File: src/rtl/ovl_pkg.sv
package ovl_pkg;
   localparam int unsigned OVL_NUM_CH = 2;
   typedef enum logic [0:0] {CH_LEFT = 1'b0, CH_RIGHT = 1'b1} ovl_ch_e;
endpackage

File: src/rtl/ovl_mag_cmp.sv
module ovl_mag_cmp #(
   parameter int unsigned SAMPLE_W   = 18,
   parameter int unsigned THRESH_MAG = 116823
) (
   input  logic [SAMPLE_W-1:0] smp,
   output logic                hit
);
   localparam logic [SAMPLE_W-1:0] THR = SAMPLE_W'(THRESH_MAG);

   generate
      if (THRESH_MAG == 0 || THRESH_MAG >= (64'd1 << (SAMPLE_W-1))) begin : g_bad_thr
         $error("ovl_mag_cmp: THRESH_MAG out of range");
      end
   endgenerate

   // Unsigned magnitude in SAMPLE_W bits: the most negative code maps to 2^(W-1) without wrapping
   logic [SAMPLE_W-1:0] mag;
   always_comb begin
      mag = smp[SAMPLE_W-1] ? (~smp + SAMPLE_W'(1)) : smp;
      hit = (mag >= THR);
   end
endmodule

File: src/rtl/ovl_hold_timer.sv
module ovl_hold_timer #(
   parameter int unsigned HOLD_CNT = 512
) (
   input  logic clk,
   input  logic rst_n,
   input  logic stby,
   input  logic tick,
   input  logic trig,
   output logic active
);
   localparam int unsigned CNT_W = $clog2(HOLD_CNT + 1);
   localparam logic [CNT_W-1:0] LOAD = CNT_W'(HOLD_CNT);

   generate
      if (HOLD_CNT < 1) begin : g_bad_hold
         $error("ovl_hold_timer: HOLD_CNT must be at least 1");
      end
   endgenerate

   logic [CNT_W-1:0] cnt_q;

   always_ff @(posedge clk) begin
      if (!rst_n)                     cnt_q <= '0;
      else if (stby)                  cnt_q <= '0;
      else if (tick && trig)          cnt_q <= LOAD;
      else if (tick && cnt_q != '0)   cnt_q <= cnt_q - CNT_W'(1);
   end

   assign active = (cnt_q != '0);

   a_r6_cnt_bound: assert property (@(posedge clk) disable iff (!rst_n)
      cnt_q <= LOAD);
   a_r7_reload_full: assert property (@(posedge clk) disable iff (!rst_n)
      (tick && trig && !stby) |=> (cnt_q == LOAD));
   a_r8_idle_stable: assert property (@(posedge clk) disable iff (!rst_n)
      (!tick && !stby) |=> $stable(cnt_q));
   a_r9_stby_clears: assert property (@(posedge clk) disable iff (!rst_n)
      stby |=> (cnt_q == '0));
endmodule

File: src/rtl/ovl_hold_detect.sv
module ovl_hold_detect #(
   parameter int unsigned SAMPLE_W   = 18,
   parameter int unsigned THRESH_MAG = 116823,
   parameter int unsigned HOLD_CNT   = 512
) (
   input  logic                clk,
   input  logic                rst_n,
   input  logic                stby,
   input  logic                smp_vld,
   input  logic [SAMPLE_W-1:0] smp_l,
   input  logic [SAMPLE_W-1:0] smp_r,
   output logic                ovl_flag
);
   import ovl_pkg::*;

   localparam logic [SAMPLE_W-1:0] NEG_FS = SAMPLE_W'(1) << (SAMPLE_W-1);

   logic [SAMPLE_W-1:0] ch_smp [OVL_NUM_CH];
   logic [OVL_NUM_CH-1:0] ch_hit;
   logic any_hit;
   logic hold_on;

   assign ch_smp[CH_LEFT]  = smp_l;
   assign ch_smp[CH_RIGHT] = smp_r;

   generate
      for (genvar c = 0; c < OVL_NUM_CH; c++) begin : g_ch
         ovl_mag_cmp #(
            .SAMPLE_W   (SAMPLE_W),
            .THRESH_MAG (THRESH_MAG)
         ) u_cmp (
            .smp (ch_smp[c]),
            .hit (ch_hit[c])
         );
      end
   endgenerate

   assign any_hit = |ch_hit;

   ovl_hold_timer #(
      .HOLD_CNT (HOLD_CNT)
   ) u_hold (
      .clk    (clk),
      .rst_n  (rst_n),
      .stby   (stby),
      .tick   (smp_vld),
      .trig   (any_hit),
      .active (hold_on)
   );

   assign ovl_flag = hold_on & ~stby;

   a_r5_flag_after_hit: assert property (@(posedge clk) disable iff (!rst_n)
      (smp_vld && !stby && any_hit) |=> (ovl_flag || stby));
   a_r2_neg_fullscale: assert property (@(posedge clk) disable iff (!rst_n)
      (smp_vld && !stby && (smp_l == NEG_FS || smp_r == NEG_FS)) |=> (ovl_flag || stby));
   a_r3_zero_no_hit: assert property (@(posedge clk) disable iff (!rst_n)
      (smp_l == '0 && smp_r == '0) |-> !any_hit);
   a_r8_no_rise_idle: assert property (@(posedge clk) disable iff (!rst_n)
      (!smp_vld && !ovl_flag) |=> !ovl_flag);
endmodule

File: config.mk
export PLATFORM = sky130hd
export DESIGN_NAME = ovl_hold_detect
export DESIGN_NICKNAME = d
export VERILOG_FILES = /design/src/rtl/ovl_pkg.sv /design/src/rtl/ovl_mag_cmp.sv /design/src/rtl/ovl_hold_timer.sv /design/src/rtl/ovl_hold_detect.sv
export SDC_FILE = /design/constraint.sdc
export NUM_CORES = 1
export LEC_CHECK = 0
export BUFFER_PORTS_ARGS = -buffer_cell sky130_fd_sc_hd__buf_2
export CELL_PAD_IN_SITES_DETAIL_PLACEMENT = 1
export CELL_PAD_IN_SITES_GLOBAL_PLACEMENT = 2
export CORE_MARGIN = 10
export CORE_UTILIZATION = 25
export DETAILED_ROUTE_END_ITERATION = 10
export PLACE_DENSITY_LB_ADDON = 0.1
export SETUP_SLACK_MARGIN = 0.15
export SYNTH_ARGS = -nofsm -noshare
export SYNTH_HDL_FRONTEND = slang
export SYNTH_SLANG_ARGS = --single-unit
export TNS_END_PERCENT = 20
File: constraint.sdc
create_clock -name clk -period 2.7 [get_ports clk]
set_input_delay 0.54 -clock clk [delete_from_list [all_inputs] [get_ports clk]]
set_output_delay 0.54 -clock clk [all_outputs]
set_load 0.02 [all_outputs]
==> reports/qor.csv, run 1 <==
stage;metric;value;unit
yosys;syn_avg_cell_area;7.32;µm²
drt;wl_met2;2820;µm
power_and_ir_drop;internal_power;0.642;mW
drt;drc;0;
setup_path;reg2reg_from;u_hold.cnt_q[0];
setup_path;rrSetupSlack;0.46;ns
final_layout;synthToLayoutAreaGrowth;50.3;%
yosys;yosys.area_share.simple;34.1;%
final_layout;largest-register;u_hold.cnt_q;
yosys;synthMostInstantiatedCell;nand2_1;
yosys;synth_fp_nets;256;
yosys;yosysWarningCount;0;
min_path;worstHoldPathType;flop to flop;
sta;finalCritPeriodShare;98.6;%
sta;finalHoldViolCount;0;
floorplanning;ios;41;
placement;portBuffers;40;
clock_network;cts_inserted_buffers;3;
power_and_ir_drop;powerDensity;491;nW/µm²
clock_network;htreeDepth;1;
run_status;status;complete, no violations;
placement;dp_hpwl;4690;µm
clock_network;root_buffer;clkbuf_8;
placement;dpl_cell_area;2220;µm²
sta;rsz0062_at_grt;yes;
power_and_ir_drop;swShare;43.9;%
drt;dr_wl_met3;242;µm
setup_path;worst-path-buf-inv;2;
final_layout;fin_area;2330;µm²
grt;gr-usage-all-layers;10.9;%
sta;slew_headroom;41.4;%
sta;clock.fmax;375;MHz
drt;wl_met1;2490;µm
floorplanning;coreArea;5990;µm²
yosys;synth_edf_count;0;
setup_path;cp.arrival;2.78;ns
floorplanning;start_util;25.9;%
sta;finalMaxSlewViolations;0;
drt;via_per_inst;5.27;
floorplanning;die_h;98.8;µm
grt;grt_first_pass_wirelength;9360;µm
floorplanning;fp.dieW;98.8;µm
clock_network;clockBufferDepth;2;
clock_network;insertion_delay;0.23;ns
setup_path;slowest_delay;0.54;ns
drt;num_vias;2004;
setup_path;path_max_fanout;5;
clock_network;cts_tree;done;
drt;ant_nets;0;
drt;wl_per_cell;14.7;µm
yosys;yosysTopAreaCell;dfxtp_1;
setup_path;rr_endpoint;u_hold.cnt_q[9];
min_path;hold_end;u_hold.cnt_q[6];
grt;antenna_found_initial;0;
yosys;synth_cell_types;59;
placement;gp_congestion;0.807;
yosys;yosysSeqAreaShare;12.9;%
final_layout;final_util;39.0;%
final_layout;drive_above_1_share;42.3;%
sta;period_needed;2.66;ns
setup_path;worst_setup_path_end_kind;flop;
yosys;ys_seq_elements;10;
power_and_ir_drop;p_clk_share;12.8;%
yosys;synthCells;212;
drt;top_layer_used;met4;
yosys;synth_compound_area_share;30.1;%
setup_path;reg2reg_depth;8;
power_and_ir_drop;ir_drop;451;µV
final_layout;reg_top3;u_hold.cnt_q (10);
setup_path;path_class;primary input to flop;
yosys;synth_fa_ha_area_share;3.22;%
grt;first_global_vias;2063;
clock_network;clkTransAtPathRegs;0.04;ns
setup_path;cp_num_cells;9;
yosys;postSynth.asyncResetShare;0;%
sta;worst_pin_slew;0.871;ns
power_and_ir_drop;seq_power_share;21.1;%
sta;fin_skew;0.00322;ns
setup_path;cp_common_cell;or4_4;
final_layout;antenna_cells;0;
yosys;synth_top_area_share;12.9;%
clock_network;holdBufCountCts;0;
grt;grt_max_degree;13;
yosys;synth_top_family_by_area;simple AND/OR/NAND/NOR gates;
power_and_ir_drop;p_comb_share;66.1;%
min_path;hold_depth;3;
floorplanning;rows;28;
yosys;synthTopCellsByCount;nand2_1, nor2_1, a21oi_1, inv_1;
yosys;synth.area.mux_share;2.18;%
yosys;synth.cell_area;1550;µm²
yosys;synth_flop_cell;dfxtp_1;
drt;drtIter0Drc;44;
setup_path;startpoint_type;primary input;
setup_path;crit_required;2.82;ns
final_layout;largest_register_ffs;10;
setup_path;cp_slowest_cell;or4_4;
yosys;synthTopCellsByArea;dfxtp_1, xnor2_1, nor4_1;
floorplanning;die-area;9760;µm²
yosys;yosys.area_share.xor_xnor;9.59;%
clock_network;cts_sinks;10;
final_layout;finalNetCount;351;
min_path;hold_path_startpoint;u_hold.cnt_q[6];
power_and_ir_drop;power_leakage;0.967;nW
drt;drt_first_pass_iters;4;
drt;wl;5590;µm
setup_path;crit_family;simple AND/OR/NAND/NOR gates;
grt;grt-ovfl-total;0;
setup_path;crit_chain;buf_2 -> or4_4 -> or4_4 -> or2_1 -> a41o_1 -> a21oi_2 -> o22ai_2 -> buf_6 -> o221a_1;
sta;setup_viol;0;
flow_run;drv_cap;0;
power_and_ir_drop;netSwitchingPower;0.503;mW
-- area by class of cell --
cell class / count / area, µm²
clock buffers: 3 / 41.3
fillers: 783 / 3660
inverters: 12 / 45.0
multi-input cells: 180 / 1290
flip-flops and latches: 10 / 200
well taps: 75 / 93.8
repair buffers: 100 / 658
-- logic make-up after synthesis --
| family | Yosys count |
|---|---|
| AOI/OAI and AO/OA | 63 |
| DFF | 10 |
| buffers and inverters | 22 |
| adders and majority gates | 4 |
| and+or+nand+nor | 93 |
| muxes | 3 |
| xor gates and xnor gates | 17 |
-- cell usage in the layout (no fill, tap or decap), types with 4 or more instances in the layout --
master / count
a21oi_1: 12
a31oi_1: 4
buf_2: 40
buf_4: 58
dfxtp_1: 10
inv_1: 12
nand2_1: 17
nand3_1: 8
nand4_1: 4
nor2_1: 13
nor3_1: 8
nor4_1: 10
o211ai_1: 4
o21ai_0: 9
or3_1: 4
xnor2_1: 11
xor2_1: 6
-- power groups by stage --
| stage | Clock [mW] | Combinational, mW | Sequential [mW] |
|---|---|---|---|
| after floorplan | 0 | 0.506 | 0.232 |
| after global placement | 0 | 0.739 | 0.243 |
| after detailed placement | 0 | 0.756 | 0.244 |
| after CTS | 0.151 | 0.771 | 0.242 |
| after global routing | 0.158 | 0.858 | 0.249 |
| final | 0.147 | 0.757 | 0.241 |
-- stage by stage --
stage	power (mW)	setup WS, ns	cells	setup TNS, ns	hold slack [ns]
floorplan	0.739	-0.0145	212	-0.0145	0.497
global placement	0.982	-0.397	377	-3.07	0.524
detailed placement	1.00	-0.466	377	-3.67	0.524
CTS	1.16	0.0453	380	0	0.535
global route	1.27	-0.0922	380	-0.234	0.567
finish	1.14	0.0366	380	0	0.531
-- metal layers --
metal,up-vias,global-route usage (%)
met4,0,2.21
li1,1010,-
met1,948,13.1
met2,40,19.4
met3,6,2.37
met5,-,0
-- what timing repair did --
item / in CTS / in global routing
setup buffers: 0 / 0
endpoints found under the setup margin: 10 / 10
pin swaps: 3 / 2
resized for setup: 11 / 4
-- worst max path at each step --
stage | from | endpoint | slack (ns)
after floorplan | smp_l[2] | u_hold.cnt_q[9] | -0.01
after global placement | smp_l[0] | u_hold.cnt_q[9] | -0.40
after detailed placement | smp_l[0] | u_hold.cnt_q[9] | -0.47
after CTS | smp_l[10] | u_hold.cnt_q[9] | 0.05
after global routing | smp_l[1] | u_hold.cnt_q[9] | -0.09
final | smp_l[13] | u_hold.cnt_q[9] | 0.04
-- worst min-delay path, stage by stage (launching register included) --
cell	delay, ns
dfxtp_1	0.33
xor2_1	0.07
nand2_1	0.05
a21oi_1	0.04
No activity file was read; power rests on OpenSTA's default activity.
==> run 2: changes to the inputs <==
Settings changed: BUFFER_PORTS_ARGS -buffer_cell sky130_fd_sc_hd__buf_2 to -buffer_cell sky130_fd_sc_hd__buf_4.
==> run 2 against run 1 <==
  * Register-to-register slack gained 0.06 ns
  * Sequential power grew 2%
  * Die area is the same
  * Hold slack gained 0.013 ns
  * Worst setup slack gained 0.095 ns
  * First-iteration DRC count shrank 48%
  * Critical path depth is the same
  * Non-clock buffer count shrank 16
  * Via count shrank 4.5%
  * Routed wire length shrank 1.7%
  * Largest power group unchanged
  * Highest routed layer unchanged
==> reports/qor.csv, run 2 (synthesis gave the netlist of run 1 again) <==
stage;metric;value;unit;change
min_path;hold_path_startpoint;u_hold.cnt_q[6];;
floorplanning;die_h;98.8;µm;unchanged
setup_path;worst_setup_path_end_kind;flop;;
drt;wl_per_cell;15.0;µm;+2.3%
sta;fin_ws;0.132;ns;+0.0951 ns
power_and_ir_drop;power_leakage;0.945;nW;-2.2%
final_layout;largest-register;u_hold.cnt_q;;
placement;dp_hpwl;4360;µm;-7.0%
sta;whs;0.544;ns;+0.0127 ns
placement;dp_slack;-0.415;ns;+0.0514 ns
clock_network;htreeDepth;1;;unchanged
final_layout;final_common_cell;buf_4;;
sta;clock.fmax;389;MHz;+3.7%
drt;drtIter0Drc;23;;-48%
drt;drt_first_pass_iters;4;;unchanged
setup_path;path_class;primary input to flop;;
placement;place_inst;358;;-5.0%
floorplanning;die-area;9760;µm²;unchanged
grt;first_global_vias;2027;;-1.7%
sta;finalMaxSlewViolations;0;;unchanged
grt;grt-ovfl-total;0;;unchanged
final_layout;reg_top3;u_hold.cnt_q (10);;
floorplanning;ios;41;;unchanged
placement;portBuffers;40;;unchanged
final_layout;drive_above_1_share;45.5;%;+3.2 points
drt;via_per_inst;5.24;;-0.62%
setup_path;worstSetupStartpoint;smp_l[13];;
clock_network;clkTransAtPathRegs;0.05;ns;about the same
final_layout;largest_register_ffs;10;;unchanged
sta;worst_pin_slew;0.786;ns;-0.0846 ns
final_layout;antenna_cells;0;;unchanged
setup_path;reg2reg_from;u_hold.cnt_q[0];;
power_and_ir_drop;ir_drop;426;µV;-5.5%
final_layout;finalNonFillerCells;365;;-3.9%
sta;period_needed;2.57;ns;-0.0951 ns
sta;slew_headroom;47.1;%;+5.7 points
run_status;status;complete, no violations;;
sta;finalHoldViolCount;0;;unchanged
setup_path;startpoint_type;primary input;;
final_layout;final_cell_mix;buf_4, nand2_1, nor2_1;;
grt;grt_max_degree;17;;+4
sta;fin_skew;0.00122;ns;-0.00200 ns
floorplanning;rows;28;;unchanged
clock_network;cts_sinks;10;;unchanged
clock_network;cts_inserted_buffers;3;;unchanged
clock_network;insertion_delay;0.23;ns;about the same
clock_network;cts_tree;done;;
floorplanning;start_util;25.9;%;unchanged
floorplanning;coreArea;5990;µm²;unchanged
setup_path;crit_required;2.87;ns;+0.05 ns
power_and_ir_drop;total_power;1.22;mW;+6.8%
final_layout;fin_area;2440;µm²;+4.7%
sta;rsz0062_at_grt;yes;;
grt;gr-usage-all-layers;11.0;%;+0.049 points
flow_run;drv_cap;0;;unchanged
drt;ant_nets;0;;unchanged
min_path;worstHoldPathType;flop to flop;;
setup_path;path_max_fanout;6;;+1
setup_path;cp.arrival;2.74;ns;-0.04 ns
sta;finalCritPeriodShare;95.1;%;-3.5 points
grt;grt_first_pass_wirelength;9600;µm;+2.6%
placement;gp_congestion;0.749;;-7.2%
placement;dpl_cell_area;2180;µm²;-1.9%
grt;antenna_found_initial;0;;unchanged
final_layout;synthToLayoutAreaGrowth;57.3;%;
drt;drc;0;;unchanged
final_layout;finalNetCount;335;;-4.6%
floorplanning;fp.dieW;98.8;µm;unchanged
sta;setup_viol;0;;unchanged
clock_network;root_buffer;clkbuf_8;;
clock_network;clockBufferDepth;2;;unchanged
drt;wl;5490;µm;-1.7%
power_and_ir_drop;powerDensity;501;nW/µm²;+2.0%
drt;num_vias;1913;;-4.5%
## run 2: cell count changes in the layout (fill, tap and decap cells not counted), sizes merged
cell    before  now
buf        100   84
clkbuf       3    4
## run 2: routing by layer
| metal | vias to the layer above | part of all wire (%) | track usage [%] |
|---|---|---|---|
| li1 | 980 | - | - |
| met1 | 893 | 48 | 14.7 |
| met2 | 38 | 49 | 18.4 |
| met3 | 2 | 3.3 | 1.61 |
| met4 | 0 | 0.26 | 1.65 |
| met5 | - | 0 | 0 |
## run 2: repair_timing
item	in CTS	in global routing
resized for setup	28	14
pin swaps	16	9
hold buffers	0	0
setup endpoints to repair	10	10
hold endpoints to repair	0	0
buffers inserted	2	1
## run 2: path summary, 6_finish.rpt
kind,endpoint,slack [ns],cells past startpoint
worst min register to register,u_hold.cnt_q[6],0.54,3
worst min-delay path,u_hold.cnt_q[6],0.54,3
worst max register to register,u_hold.cnt_q[9],0.52,8
worst max-delay path,u_hold.cnt_q[4],0.13,9
## run 2: worst max-delay path, cell delays in order
cell and delay [ns]:
buf_4 0.11, or4_4 0.52, or4_4 0.55, or2_4 0.26
a41o_1 0.19, a21oi_2 0.20, o22ai_4 0.11, buf_6 0.16
a21oi_2 0.11
## run 2: cell type report
| class | instances | area, µm² |
|---|---|---|
| multi-input cells | 180 | 1400 |
| well taps | 75 | 93.8 |
| fillers | 751 | 3550 |
| flip-flops and latches | 10 | 200 |
| clock buffers | 4 | 55.1 |
| inverters | 12 | 45.0 |
| repair buffers | 84 | 649 |
## run 2: metrics by stage
step                setup TNS [ns]  utilization [%]
floorplan                  -0.0145                -
global placement             -3.34             36.4
detailed placement           -3.53             36.4
global route                     0             40.8
CTS                              0             39.4
finish                           0             40.8
## run 2: power breakdown
part	switching [mW]	internal, mW
Sequential	0.0507	0.194
Clock	0.0572	0.128
Combinational	0.415	0.378
Total	0.523	0.700
